--- src/rtl/irqagg_pkg.sv ---
package irqagg_pkg;
  localparam int unsigned SLOTS    = 4;
  localparam int unsigned LINES    = 2;
  localparam int unsigned SRCS     = SLOTS * LINES;
  localparam int unsigned CTRL_W   = 8;
  localparam int unsigned REG_W    = 16;
  localparam int unsigned ADDR_W   = 8;
  localparam int unsigned AOFS_W   = 6;
  localparam int unsigned TMO_LSB  = 12;
  localparam int unsigned EDGE_LSB = 4;
  localparam int unsigned EN_LSB   = 6;
  localparam logic [ADDR_W-1:0] OFS_STAT = 8'h0C;

  typedef logic [SLOTS-1:0][CTRL_W-1:0] ctrl_bank_t;

  // flat index of a slot's line in pending and clear vectors
  function automatic int unsigned src_idx(int unsigned slot, int unsigned line);
    return slot * LINES + line;
  endfunction

  // byte offset of a slot's control register
  function automatic logic [ADDR_W-1:0] ctl_ofs(int unsigned slot);
    return ADDR_W'((slot + 1) * 2);
  endfunction

  // gather one per-line control field of every slot into a source vector
  function automatic logic [SRCS-1:0] field_mask(ctrl_bank_t b, int unsigned lsb);
    logic [SRCS-1:0] m;
    m = '0;
    for (int unsigned s = 0; s < SLOTS; s++)
      for (int unsigned l = 0; l < LINES; l++)
        m[src_idx(s, l)] = b[s][lsb + l];
    return m;
  endfunction

  // status word: pending low, timeout flags high, error field always zero
  function automatic logic [REG_W-1:0] status_word(logic [SRCS-1:0] p, logic [SLOTS-1:0] t);
    logic [REG_W-1:0] w;
    w = '0;
    w[SRCS-1:0] = p;
    w[TMO_LSB +: SLOTS] = t;
    return w;
  endfunction
endpackage

--- src/rtl/irqagg_regs.sv ---
module irqagg_regs
  import irqagg_pkg::*;
(
  input  logic                  clk,
  input  logic                  rst_n,
  input  logic                  reg_sel,
  input  logic                  reg_we,
  input  logic [ADDR_W-1:0]     reg_addr,
  input  logic [REG_W-1:0]      reg_wdata,
  input  logic [SRCS-1:0]       pend_q,
  input  logic [SLOTS-1:0]      tmo_q,
  output ctrl_bank_t            ctrl_q,
  output logic [SRCS-1:0]       wr_clr_src,
  output logic [SLOTS-1:0]      wr_clr_tmo,
  output logic [REG_W-1:0]      reg_rdata
);
  logic acc_ok, wr_ok, rd_ok, stat_hit;
  logic [REG_W-1:0] rd_mux;

  assign acc_ok   = reg_sel && !reg_addr[0];
  assign wr_ok    = acc_ok && reg_we;
  assign rd_ok    = acc_ok && !reg_we;
  assign stat_hit = wr_ok && (reg_addr == OFS_STAT);

  assign wr_clr_src = stat_hit ? reg_wdata[SRCS-1:0] : '0;
  assign wr_clr_tmo = stat_hit ? reg_wdata[TMO_LSB +: SLOTS] : '0;

  always_ff @(posedge clk) begin
    if (!rst_n) begin
      ctrl_q <= '0;
    end else begin
      for (int unsigned s = 0; s < SLOTS; s++)
        if (wr_ok && reg_addr == ctl_ofs(s))
          ctrl_q[s] <= reg_wdata[CTRL_W-1:0];
    end
  end

  always_comb begin
    rd_mux = '0;
    if (reg_addr == OFS_STAT)
      rd_mux = status_word(pend_q, tmo_q);
    for (int unsigned s = 0; s < SLOTS; s++)
      if (reg_addr == ctl_ofs(s))
        rd_mux = {{(REG_W-CTRL_W){1'b0}}, ctrl_q[s]};
  end

  always_ff @(posedge clk) begin
    if (!rst_n) reg_rdata <= '0;
    else        reg_rdata <= rd_ok ? rd_mux : '0;
  end
endmodule

--- src/rtl/irqagg_pending.sv ---
module irqagg_pending
  import irqagg_pkg::*;
(
  input  logic                  clk,
  input  logic                  rst_n,
  input  logic [SRCS-1:0]       req_in,
  input  logic [SRCS-1:0]       en_mask,
  input  logic [SRCS-1:0]       edge_mask,
  input  logic [SRCS-1:0]       wr_clr_src,
  input  logic [SLOTS-1:0]      wr_clr_tmo,
  input  logic [SLOTS-1:0]      tmo_evt,
  input  logic                  ack_valid,
  input  logic [$clog2(SLOTS)-1:0] ack_slot,
  input  logic [AOFS_W-1:0]     ack_off,
  output logic [SRCS-1:0]       pend_q,
  output logic [SLOTS-1:0]      tmo_q,
  output logic [SRCS-1:0]       src_clr,
  output logic                  fire_q,
  output logic [SRCS-1:0]       mod_clr
);
  logic [SRCS-1:0] req_q, evt, ack_sel, ack_clr, pend_d;
  logic fire_d;

  // acknowledge decode: one select per source
  for (genvar s = 0; s < SLOTS; s++) begin : g_slot
    for (genvar l = 0; l < LINES; l++) begin : g_line
      assign ack_sel[s*LINES+l] = ack_valid && (ack_slot == s)
                                  && (ack_off == AOFS_W'(l*2));
    end
  end

  assign evt     = (req_in ^ req_q) & en_mask;
  assign ack_clr = ack_sel & pend_q & ~edge_mask;
  assign src_clr = wr_clr_src | ack_clr;
  // clear first, sampled request change last so it wins
  assign pend_d  = ((pend_q & ~src_clr) & ~evt) | (req_in & evt);
  assign fire_d  = |(evt & req_in & ~pend_q & edge_mask);

  always_ff @(posedge clk) begin
    if (!rst_n) begin
      req_q   <= '0;
      pend_q  <= '0;
      tmo_q   <= '0;
      fire_q  <= 1'b0;
      mod_clr <= '0;
    end else begin
      req_q   <= req_in;
      pend_q  <= pend_d;
      tmo_q   <= (tmo_q & ~wr_clr_tmo) | tmo_evt;
      fire_q  <= fire_d;
      mod_clr <= src_clr;
    end
  end
endmodule

--- src/rtl/irqagg_host.sv ---
module irqagg_host
  import irqagg_pkg::*;
(
  input  logic              clk,
  input  logic              rst_n,
  input  logic [SRCS-1:0]   pend_q,
  input  logic [SRCS-1:0]   edge_mask,
  input  logic              fire_q,
  output logic              lvl_any,
  output logic              host_irq
);
  assign lvl_any = |(pend_q & ~edge_mask);

  always_ff @(posedge clk) begin
    if (!rst_n) host_irq <= 1'b0;
    else        host_irq <= lvl_any ^ fire_q;
  end
endmodule

--- src/rtl/irqagg_top.sv ---
module irqagg_top
  import irqagg_pkg::*;
(
  input  logic                     clk,
  input  logic                     rst_n,
  input  logic [SRCS-1:0]          req_in,
  input  logic [SLOTS-1:0]         tmo_evt,
  input  logic                     reg_sel,
  input  logic                     reg_we,
  input  logic [ADDR_W-1:0]        reg_addr,
  input  logic [REG_W-1:0]         reg_wdata,
  output logic [REG_W-1:0]         reg_rdata,
  input  logic                     ack_valid,
  input  logic [$clog2(SLOTS)-1:0] ack_slot,
  input  logic [AOFS_W-1:0]        ack_off,
  output logic [SRCS-1:0]          mod_clr,
  output logic                     host_irq
);
  ctrl_bank_t      ctrl_q;
  logic [SRCS-1:0] en_mask, edge_mask, pend_q, src_clr, wr_clr_src;
  logic [SLOTS-1:0] tmo_q, wr_clr_tmo;
  logic fire_q, lvl_any;

  assign en_mask   = field_mask(ctrl_q, EN_LSB);
  assign edge_mask = field_mask(ctrl_q, EDGE_LSB);

  irqagg_regs u_regs (
    .clk, .rst_n, .reg_sel, .reg_we, .reg_addr, .reg_wdata,
    .pend_q, .tmo_q, .ctrl_q, .wr_clr_src, .wr_clr_tmo, .reg_rdata
  );

  irqagg_pending u_pend (
    .clk, .rst_n, .req_in, .en_mask, .edge_mask, .wr_clr_src, .wr_clr_tmo,
    .tmo_evt, .ack_valid, .ack_slot, .ack_off,
    .pend_q, .tmo_q, .src_clr, .fire_q, .mod_clr
  );

  irqagg_host u_host (
    .clk, .rst_n, .pend_q, .edge_mask, .fire_q, .lvl_any, .host_irq
  );
endmodule

--- config.mk ---
export PLATFORM = sky130hd
export DESIGN_NAME = irqagg_top
export DESIGN_NICKNAME = d
export VERILOG_FILES = /design/src/rtl/irqagg_pkg.sv /design/src/rtl/irqagg_regs.sv /design/src/rtl/irqagg_pending.sv /design/src/rtl/irqagg_host.sv /design/src/rtl/irqagg_top.sv
export SDC_FILE = /design/constraint.sdc
export NUM_CORES = 1
export LEC_CHECK = 0
export ABC_AREA = 0
export BUFFER_PORTS_ARGS = -buffer_cell sky130_fd_sc_hd__buf_2
export CAP_MARGIN = 40
export CORE_MARGIN = 2
export CORE_UTILIZATION = 55
export CTS_BUF_LIST = sky130_fd_sc_hd__clkbuf_2 sky130_fd_sc_hd__clkbuf_4 sky130_fd_sc_hd__clkbuf_8
export DETAILED_ROUTE_END_ITERATION = 8
export PLACE_DENSITY_LB_ADDON = 0.05
export SKIP_LAST_GASP = 1
export SLEW_MARGIN = 20
export SYNTH_ARGS = -nofsm -noshare
export SYNTH_HDL_FRONTEND = slang
export SYNTH_SLANG_ARGS = --single-unit
--- constraint.sdc ---
create_clock -name clk -period 1.6 [get_ports clk]
set_input_delay 0.16 -clock clk [delete_from_list [all_inputs] [get_ports clk]]
set_output_delay 0.16 -clock clk [all_outputs]
set_load 0.005 [all_outputs]
Word level (Yosys, flattened, before mapping)
Index checks and enable logic that the tools add are counted.
{ "op_classes": {"n_reduce_logical": 29, "bitwise": 23, "eq_ne": 9, "mux": 7} }
{ "ops": {"columns": ["cell", "count"], "rows": [
  ["$and 8x8->8", 9],
  ["$mux 8", 6],
  ["$not 8->8", 4],
  ["$logic_and 1x1->1", 20],
  ["$eq 8x3->1 const B", 2],
  ["$eq 8x4->1 const B", 2],
  ["$or 8x8->8", 2],
  ["$reduce_or 8->1", 2],
  ["$eq 8x2->1 const B", 1],
  ["$xor 8x8->8", 1],
  ["$reduce_or 7->1", 1],
  ["$eq 6x2->1 const B", 1],
  ["$logic_not 6->1", 1],
  ["$reduce_or 6->1", 1],
  ["$and 4x4->4", 1],
  ["$eq 2x2->1 const B", 2],
  ["$mux 4", 1],
  ["$not 4->4", 1],
  ["$or 4x4->4", 1],
  ["$not 1->1", 3],
  ["$eq 2x1->1 const B", 1],
  ["$logic_not 1->1", 2],
  ["$logic_not 2->1", 1],
  ["$reduce_and 2->1", 1],
  ["$xor 1x1->1", 1]
]} }
{ "word_totals": {"out_inout_bits": 25, "word_cells": 81, "regBits": 78} }

Logic depth before layout (Yosys ltp)
Gate-level depths: netlist (run 1).
{ "logic_depth": {"word_depth": 10, "depth_mapped": 7, "mapped_depth_nobuf": 4} }

By module
From an unflattened synthesis (run 1), not the netlist that was laid out.
{ "unflattened": {"hier_cells": 407, "hier_area_um2": 3742.3} }
{ "modules_own_cells": {"columns": ["module", "area_each_um2", "seq_area_each_um2", "cells_per_inst", "n_inst"], "rows": [
  ["irqagg_regs", 2255.9, 880.8, 239, 1],
  ["irqagg_pending", 1380.1, 580.6, 151, 1],
  ["irqagg_host", 106.4, 20.0, 17, 1]
]} }

Worst setup path after synthesis (run 1)
No wires, ideal clock.
{ "synth_path": {"path_kind": "input to register", "from": "input port ack_off[0]", "to": "register u_pend.pend_q[1]", "path_slack_ns": 0.117, "setup_ns": 0.121, "stages": 4, "n_path_buf": 0, "required_time_ns": 1.479, "t_arrival_ns": 1.362, "cell_sequence": "or4b_4 -> nor4b_4 -> a32oi_1 -> a2bb2o_1"} }
{ "synth_via": {"elab_chain_len": 9} }
{ "synth_rtl": {"columns": ["item", "line_no", "rtl"], "rows": [
  ["start: declaration", "irqagg_top.sv:15", "input logic [AOFS_W-1:0] ack_off,"],
  ["$eq 6x2->1", "irqagg_pending.sv:28", "&& (ack_off == AOFS_W'(l*2));"],
  ["$logic_and 1x1->1", "irqagg_pending.sv:28", null],
  ["$and 8x8->8 (2 in series)", "irqagg_pending.sv:33", "assign ack_clr = ack_sel & pend_q & ~edge_mask;"],
  ["$or 8x8->8", "irqagg_pending.sv:34", "assign src_clr = wr_clr_src | ack_clr;"],
  ["$not 8->8", "irqagg_pending.sv:36", "assign pend_d = ((pend_q & ~src_clr) & ~evt) | (req_in & evt);"],
  ["$and 8x8->8 (2 in series)", "irqagg_pending.sv:36", null],
  ["$or 8x8->8", "irqagg_pending.sv:36", null],
  ["end signal: assignment", "irqagg_pending.sv:48", "pend_q <= pend_d;"],
  ["end: declaration", "irqagg_pending.sv:15", "output logic [SRCS-1:0] pend_q,"]
]} }
Every way passes these cells.
A chain may end at the register's enable or synchronous reset.

Worst setup path after layout (run 1)
{ "layout_path": {"from": "input port ack_off[0]", "to": "register u_pend.pend_q[3]"} }
Same word-level chain as after synthesis.

==> impl_results.md, run 1 <==
* Outcome: completed
* Number of fill cells at 477
* Vias in the first global route at roughly 2.7k
* PnR worst setup slack at around 0.22 ns
* Die Wd at slightly above 80 microns
* Most common cell after layout, fill and taps aside: dfxtp_1
* Setup Skew at ~0.0084 ns
* Max capacitance violation total at 0
* Post-DRT Antenna Nets at 0
* Internal reg-to-reg setup slack at about 0.27 ns
* Highest-count cells in the layout ignoring fill and taps: dfxtp_1, buf_2, nor2_1, mux2i_1, buf_4
* First-pass GRT wire length at 13.1 mm
* Ports at between 70 and 80
* Post-Synthesis Cell Area at ~3300 sq um
* R2R cell count at 4
* Post-CTS resize count at 0
* H-tree Lvls at 3
* CTS Root Cell: clkbuf_8
* RR Endpoint: u_pend.pend_q[6]
* Layout cells sized above 1 at 0.266
* Setup Buffers After CTS at 0
* Worst Path Max Fanout at 5
* Seq cells post-synth at 74
* RePlAce Congestion at 0.829
* Clk slew on worst S/H paths at approximately 0.08 ns
* Max Transition Viols Final at 0
* Crit path required time at roughly 1.8 ns
* Initial DRC count at ~150
* Ant diodes at 0
* Fin crit share at 0.862
* WL met1 at roughly 3.9 mm
* Ys async rst share at 0
* Reg-to-Reg Start: u_regs.ctrl_q[28]
* WS Path Type: input port to register
* Peak VDD IR at approximately 660 uV
* Endpoints failing setup at 0
* DPL Wire Length at approximately 6.0 mm
* # clock sinks at 74
* Unrepaired setup endpoints after global routing: no
* Leakage at ~1.8 nW
* Post-place instance area at between 3000 and 4000 sq um
* Crit path time final at around 1.4 ns
* Crit path arrival time at 1.62 ns
* Final net count at about 480
* Uppermost layer routed: met4
* FMAX at just over 0.7 GHz
* Final wirelength at approximately 8.4 mm
* Initial antenna violation count at 0
* Worst-skew pair later-pin latency at 0.36 ns
* Hold_buf cts at 0
* Site Rows at 28
* WHS Endpoint: u_pend.tmo_q[2]
* Final Hold Fails at 0
* # DRC at 0
* Global Route Usage Sum at 0.265
* Hold Path Depth at 2
* CTS tree: yes
* Wire per inst at approximately 16 microns
* Count of cell types in the netlist at between 40 and 50
* Wire length on met2 at about 3.9 mm
* Pre-CTS setup slack at -0.133 ns
* Die height at a little over 80 microns
* Synthesized area per cell at roughly 9.6 sq um
* Worst Hold Launch: tmo_evt[2]
* CTS buffer count at 9
* Port Buffer Count at 65
* Area Overhead vs Synth at 22.3%
* Primary FF master, synth: dfxtp_1
* Via count at between 2k and 3k
* First-pass DRT Iterations at 4
* Mapped Cells at ~350
* Sequential fraction of the synthesis area at 0.442
* Pwr per Cell Area at 872 nW/um^2
* Min-Delay Path Class: input port to register
* Startpoint Class: input port
* Die area at 6730 sq um
* Post-synth EDFFs at 0
* Crit. End Element: register
* Final Cell Area at 4090 sq um
* Pin count of the biggest net entering global routing at 52
* GRT overflow at 0
* Core area at 5890 sq um
* Initial core utilization at 0.569
* Avg Vias per Cell at 5.63
* Max clock buf depth at 2
* Met3 WL at about 430 microns
* Synth warnings at 0
## final cells by class
class / instances / area [sq um] / area share
sequential: 74 / 1480 / 0.362
timing repair buffer: 92 / 566 / 0.138
inverter: 4 / 15.0 / 0.00367
multi-input combinational: 251 / 1750 / 0.427
tap: 75 / 93.8 / 0.0229
clock inverter: 6 / 67.6 / 0.0165
clock buffer: 9 / 124 / 0.0303
## registers in the layout (all words and copies together) (netlist names)
signal / cells
u_regs.reg_rdata: 12
u_pend.req_q: 8
u_pend.mod_clr: 8
u_pend.pend_q: 8
u_pend.fire_q: 1
u_host.host_irq: 1
u_pend.tmo_q: 4
u_regs.ctrl_q: 32
## worst max-delay path by stage
stage / start / end / depth (start not counted)
floorplan: ack_off[0] / u_pend.pend_q[1] / 4
global placement: ack_off[0] / u_pend.pend_q[1] / 5
detailed placement: ack_off[0] / u_pend.pend_q[1] / 5
CTS: ack_off[0] / u_pend.pend_q[1] / 5
global route: u_regs.ctrl_q[4] / u_pend.pend_q[0] / 4
finish: ack_off[0] / u_pend.pend_q[3] / 5
## through the flow
| step | TNS [ns] | hold slack (ns) | total power, mW | util | cells |
|---|---|---|---|---|---|
| detailed placement | -0.752 | 0.372 | 2.17 | 0.663 | 496 |
| finish | 0 | 0.00540 | 3.57 | 0.696 | 511 |
| global route | 0 | 0.00739 | 3.69 | 0.696 | 511 |
| floorplan | 0 | 0.282 | 2.04 | - | 352 |
| global placement | -0.499 | 0.370 | 2.17 | 0.663 | 496 |
| CTS | 0 | 0.00131 | 3.59 | 0.696 | 511 |
## cell usage after synthesis, types with 3 or more instances
cell | n | area share
dfxtp_1 | 74 | 0.44
a22o_1 | 8 | 0.021
nor4b_1 | 3 | 0.0078
nor4_1 | 4 | 0.0075
a21boi_0 | 4 | 0.0090
a2bb2o_1 | 8 | 0.024
nand2b_1 | 20 | 0.037
buf_4 | 6 | 0.013
o211ai_1 | 8 | 0.018
a32oi_1 | 4 | 0.010
o21a_1 | 4 | 0.0090
xor2_1 | 8 | 0.021
and2_1 | 9 | 0.017
clkbuf_1 | 10 | 0.011
nor3b_1 | 5 | 0.011
nand3b_1 | 8 | 0.018
inv_1 | 4 | 0.0045
nor2b_1 | 8 | 0.015
a21oi_1 | 16 | 0.024
a22oi_1 | 8 | 0.018
nor3_1 | 5 | 0.0075
nand2_1 | 9 | 0.010
a31oi_1 | 4 | 0.0075
and3_1 | 7 | 0.013
buf_2 | 5 | 0.0075
mux2i_1 | 32 | 0.096
nor2_1 | 46 | 0.052
## power by group
| part | internal, mW | switching [mW] |
|---|---|---|
| combinational | 0.116 | 0.149 |
| sequential | 1.86 | 0.00896 |
| clock | 0.716 | 0.723 |
| total | 2.69 | 0.880 |
## layer usage
layer,vias up,GRT usage
li1,1412,-
met1,1376,0.347
met2,76,0.413
met3,13,0.0516
met4,0,0.138
met5,-,0
## kinds of logic after synthesis
kind of cell / share of synthesized area
AOI/OAI and AO/OA: 0.152
xor gates and xnor gates: 0.0209
buffers and inverters: 0.0392
DFF: 0.442
muxes: 0.0957
other: 0.00112
and+or+nand+nor: 0.249
## worst max-delay path: stages
cell and delay, ns:
buf_2 0.09, or4b_4 0.58, nor4b_4 0.37, a32oi_1 0.13, a2bb2o_1 0.28
(Power assumes the default switching activity.)
==> run 2: changes to the inputs <==
--- a/config.mk
+++ b/config.mk
@@ -12,6 +12,7 @@
 export CORE_UTILIZATION = 55
 export CTS_BUF_LIST = sky130_fd_sc_hd__clkbuf_2 sky130_fd_sc_hd__clkbuf_4 sky130_fd_sc_hd__clkbuf_8
 export DETAILED_ROUTE_END_ITERATION = 8
+export GPL_TIMING_DRIVEN = 0
 export PLACE_DENSITY_LB_ADDON = 0.05
 export SKIP_LAST_GASP = 1
 export SLEW_MARGIN = 20
==> impl_results.md, run 2 (same netlist as run 1, synthesis figures left out) <==
* Post-place instance area at roughly 3800 sq um
* Clk slew on worst S/H paths at approximately 0.08 ns
* Wire per inst at between 15 and 20 microns
* GR Util met2 at 0.456
* Core area at 5890 sq um
* Max reg flops at 32
* Endpoints failing setup at 0
* Initial DRC count at 197
* FMAX at between 0.7 and 0.8 GHz
* Max clock buf depth at 2
* CTS tree: yes
* Biggest regs: u_regs.ctrl_q x32, u_regs.reg_rdata x12
* GRT met1 Usage at 0.356
* Pwr per Cell Area at around 900 nW/um^2
* Hold Worst Slack at approximately 0.014 ns
* Leakage at between 1.5 and 2 nW
* Post-CTS resize count at 0
* Crit. End Element: register
* Unrepaired setup endpoints after global routing: no
* Initial core utilization at 0.569
* Site Rows at 28
* Post-DRT Antenna Nets at 0
* Global Route Usage Sum at 0.277
* Die area at ~6700 sq um
* Crit path required time at 1.85 ns
* DPL Wire Length at roughly 6 mm
* Pin count of the biggest net entering global routing at 13
* WS Path Type: register to register
* Via count at 2870
* Internal reg-to-reg setup slack at roughly 0.19 ns
* Die height at roughly 80 microns
* Worst-Margin Slew at between 0.6 and 0.7 ns
* Number of fill cells at 502
* Final Cell Area at roughly 4000 sq um
* Ports at 74
* Ant diodes at 0
* Worst-skew pair later-pin latency at ~0.35 ns
* Final wirelength at 8.76 mm
* First-pass GRT wire length at around 14 mm
* First-pass DRT Iterations at 4
* Crit path time final at about 1.4 ns
* Placed cell count at 490
* Fin cells at approximately 510
* Max Transition Viols Final at 0
* GR Util met3 at 0.0560
* Busiest layer in global routing: met2
* Max capacitance violation total at 0
* CTS Root Cell: clkbuf_8
* Final net count at between 400 and 500
* Max-slew headroom at 0.563
* Outcome: completed
* Most common cell after layout, fill and taps aside: dfxtp_1
* Min-Delay Path Class: input port to register
* Port Buffer Count at 63
* # DRC at 0
* Final Hold Fails at 0
* Fin crit share at 0.884
* Largest reg by FF count: u_regs.ctrl_q
* Startpoint Class: register
* Worst Path Max Fanout at 4
* Initial antenna violation count at 0
* Area Overhead vs Synth at 19.2%
* Layout cells sized above 1 at 0.236
* Highest-count cells in the layout ignoring fill and taps: dfxtp_1, buf_2, nor2_1, mux2i_1, nand2b_1
* Die Wd at 82.0 microns
* Vias in the first global route at 2683
* GRT overflow at 0
* CTS buffer count at 9
* H-tree Lvls at 3
* Peak VDD IR at approximately 530 uV
* Setup Skew at 0.00637 ns
* # clock sinks at 74
* TNS Setup at 0 ns
* Avg Vias per Cell at roughly 5.6
* Crit path arrival time at 1.66 ns
* RePlAce Congestion at between 0.8 and 0.9
==> run 2: power breakdown <==
| group | switching [mW] | total, mW | internal [mW] |
|---|---|---|---|
| combinational | 0.153 | 0.261 | 0.108 |
| clock | 0.716 | 1.54 | 0.821 |
| sequential | 0.00900 | 1.87 | 1.86 |
==> run 2: timing repair <==
| item | CTS | global route |
|---|---|---|
| setup endpoints to repair | 0 | 3 |
| buffers inserted | 0 | 2 |
| hold buffers | 0 | 0 |
==> run 2: cell type report <==
cell class                 count  area, sq um  share of cell area
clock inverter                 4         50.0              0.0125
buffer                        23          116              0.0291
multi-input combinational    251         1750               0.437
timing repair buffer          65          330              0.0827
inverter                       4         15.0             0.00376
clock buffer                  12          159              0.0398
sequential                    74         1480               0.371
tap                           75         93.8              0.0235
==> run 2: per-layer routing <==
| layer | share of wire | up-vias |
|---|---|---|
| met4 | 0.020 | 0 |
| met3 | 0.064 | 14 |
| met1 | 0.44 | 1370 |
| li1 | - | 1404 |
| met2 | 0.47 | 82 |
| met5 | 0 | - |
==> run 2: path summary, 6_finish.rpt <==
path | end | cells past startpoint | start
setup / recovery | u_pend.pend_q[0] | 4 | u_regs.ctrl_q[4]
hold reg to reg | u_regs.reg_rdata[12] | 1 | u_pend.tmo_q[0]
hold / removal | u_pend.tmo_q[2] | 2 | tmo_evt[2]
setup reg to reg | u_pend.pend_q[0] | 4 | u_regs.ctrl_q[4]
==> run 2: critical path, cell delays in order, from the launching register on <==
cell and delay (ns):
dfxtp_1 0.35, nand2b_1 0.19, nor4b_1 0.38, a31oi_1 0.11, a2bb2o_1 0.29
==> run 2: per-stage QoR <==
| step | total power [mW] | util | worst slack (ns) |
|---|---|---|---|
| after global placement | 2.16 | 0.640 | -0.260 |
| after detailed placement | 2.17 | 0.640 | -0.293 |
| after floorplan | 2.04 | - | 0.117 |
| final | 3.67 | 0.678 | 0.186 |
| after global routing | 3.79 | 0.678 | 0.107 |
| after CTS | 3.67 | 0.676 | 0.0798 |
==> run 3: changes to the inputs <==
--- a/config.mk
+++ b/config.mk
@@ -15,7 +15,7 @@
 export GPL_TIMING_DRIVEN = 0
 export PLACE_DENSITY_LB_ADDON = 0.05
 export SKIP_LAST_GASP = 1
-export SLEW_MARGIN = 20
+export SLEW_MARGIN = 10
 export SYNTH_ARGS = -nofsm -noshare
 export SYNTH_HDL_FRONTEND = slang
 export SYNTH_SLANG_ARGS = --single-unit
==> constraint.sdc (replaced) <==
create_clock -name clk -period 1.6 [get_ports clk]
set_input_delay 0.08 -clock clk [delete_from_list [all_inputs] [get_ports clk]]
set_output_delay 0.08 -clock clk [all_outputs]
set_load 0.005 [all_outputs]
==> impl_results.md, run 3 (same netlist as run 1, synthesis figures left out) <==
* Ports at 74
* Die Wd at 82.0 microns
* Most common cell after layout, fill and taps aside: dfxtp_1
* Initial antenna violation count at 0
* Clk slew on worst S/H paths at ~0.08 ns
* Final Cell Area at roughly 4100 sq um
* Fin cells at between 500 and 600
* Biggest regs: u_regs.ctrl_q x32, u_regs.reg_rdata x12
* Largest reg by FF count: u_regs.ctrl_q
* Die area at roughly 6700 sq um
* Leakage at roughly 1.8 nW
* Pre-CTS setup slack at -0.213 ns
* H-tree Lvls at 3
* DPL Wire Length at about 6 mm
* Pwr Total at roughly 3.7 mW
* Crit path time final at around 1.5 ns
* Max clock buf depth at 2
* Combinational share of power at 0.077
* Area Overhead vs Synth at 22.4%
* Peak VDD IR at ~580 uV
* Cell Chain, Critical Path: buf_2, nor4b_4, and3_1, buf_4, mux2i_1, nor2_1
* Crit path buf inv count at 2
* Final Hold Fails at 0
* Max capacitance violation total at 0
* Final wirelength at ~8.8 mm
* Global Route Usage Sum at 0.283
* Fin crit share at 0.936
* Endpoints failing setup at 0
* Int Pwr at about 2.8 mW
* Ant diodes at 0
* Pin count of the biggest net entering global routing at 13
* Worst-skew pair later-pin latency at 0.35 ns
* Min-Delay Path Class: input port to register
* Unrepaired setup endpoints after global routing: no
* # DRC at 0
* Crit path arrival time at 1.71 ns
* RePlAce Congestion at roughly 0.89
* Slowest cell on the critical path: nor4b_4
* Highest-count cells in the layout ignoring fill and taps: dfxtp_1, buf_2, nor2_1, mux2i_1, nand2b_1
* Worst path top cell family by delay: simple AND/OR/NAND/NOR gates
* Outcome: completed
* CTS tree: yes
* Placed cell count at 490
* FMAX at ~0.67 GHz
* Crit. End Element: register
* Final core utilization at 0.696
* Die height at just over 80 microns
* CTS buffer count at 9
* Worst-Margin Slew at 0.772 ns
* Max-slew headroom at 0.483
* Sw Pwr at slightly below 0.9 mW
* Max reg flops at 32
* Post-place instance area at about 3800 sq um
* CP Depth at 6
* Crit path required time at roughly 1.8 ns
* R2R cell count at 4
* Site Rows at 28
* Setup Skew at approximately 0.0063 ns
* Initial DRC count at about 180
* Core area at just under 6000 sq um
* Post-DRT Antenna Nets at 0
* Max Transition Viols Final at 0
* Sw Share at 0.237
* Port Buffer Count at 63
* Startpoint Class: input port
* Hold Path Depth at 3
* First-pass DRT Iterations at 4
* Via count at just under 3k
* Pwr per Cell Area at about 900 nW/um^2
* # clock sinks at 74
* Avg Vias per Cell at roughly 5.6
* WS Path Type: input port to register
* PnR worst setup slack at slightly above 0.1 ns
* Worst Path Max Fanout at 9
* CTS Root Cell: clkbuf_8
* Flop pwr share at 0.508
* Clk network pwr share at 0.415
* First-pass GRT wire length at 13.9 mm
* Hold Worst Slack at approximately 0.046 ns
* Final net count at 487
* TNS Setup at 0 ns
* Layout cells sized above 1 at 0.226
* Initial core utilization at 0.569
* GRT overflow at 0
* Vias in the first global route at 2760
* Worst path max stage delay at 0.73 ns
* Wire per inst at between 15 and 20 microns
==> run 3: cell count changes in the layout (fill, tap and decap cells not counted) <==
cell and change:
dlygate4sd3_1 +12, buf_4 -2
==> run 3: power groups by stage <==
stage | Combinational (mW) | Sequential (mW) | Clock [mW]
6_report | 0.283 | 1.87 | 1.53
5_1_grt | 0.307 | 1.87 | 1.64
4_1_cts | 0.281 | 1.87 | 1.55
3_5_place_dp | 0.258 | 1.91 | 0
3_3_place_gp | 0.253 | 1.91 | 0
2_1_floorplan | 0.134 | 1.91 | 0
==> run 3: routing by layer <==
| layer | up-vias | part of all wire | track usage |
|---|---|---|---|
| li1 | 1421 | - | - |
| met1 | 1392 | 0.44 | 0.362 |
| met2 | 95 | 0.47 | 0.467 |
| met3 | 16 | 0.065 | 0.0560 |
| met4 | 0 | 0.026 | 0.108 |
| met5 | - | 0 | 0 |
==> run 3: worst reg2reg max path, cell delays in order (launching register included) <==
cell and delay [ns]:
dfxtp_1 0.34, nand2b_1 0.19, nor4b_1 0.38, a31oi_1 0.12, a2bb2o_1 0.29
==> run 3: path summary, 6_finish.rpt <==
kind,from,slack [ns],to
worst max-delay path,reg_addr[2],0.10,u_regs.ctrl_q[30]
worst min-delay path,reg_wdata[4],0.05,u_regs.ctrl_q[20]
worst max register to register,u_regs.ctrl_q[4],0.18,u_pend.pend_q[0]
worst min register to register,u_pend.tmo_q[0],0.47,u_regs.reg_rdata[12]
==> run 3: layout make-up <==
class                   count  area [sq um]
inverters                   4          15.0
well taps                  75          93.8
plain buffers              23           116
repair buffers             75           435
clock inverters             4          50.0
clock buffers              12           159
flip-flops and latches     74          1480
multi-input cells         251          1750
fillers                   490          1790
==> run 3: what timing repair did <==
item	in CTS	in global routing
buffers inserted	0	0
endpoints found under the setup margin	0	0
gates resized for setup	0	0
hold buffers	12	0
hold endpoints to repair	12	0
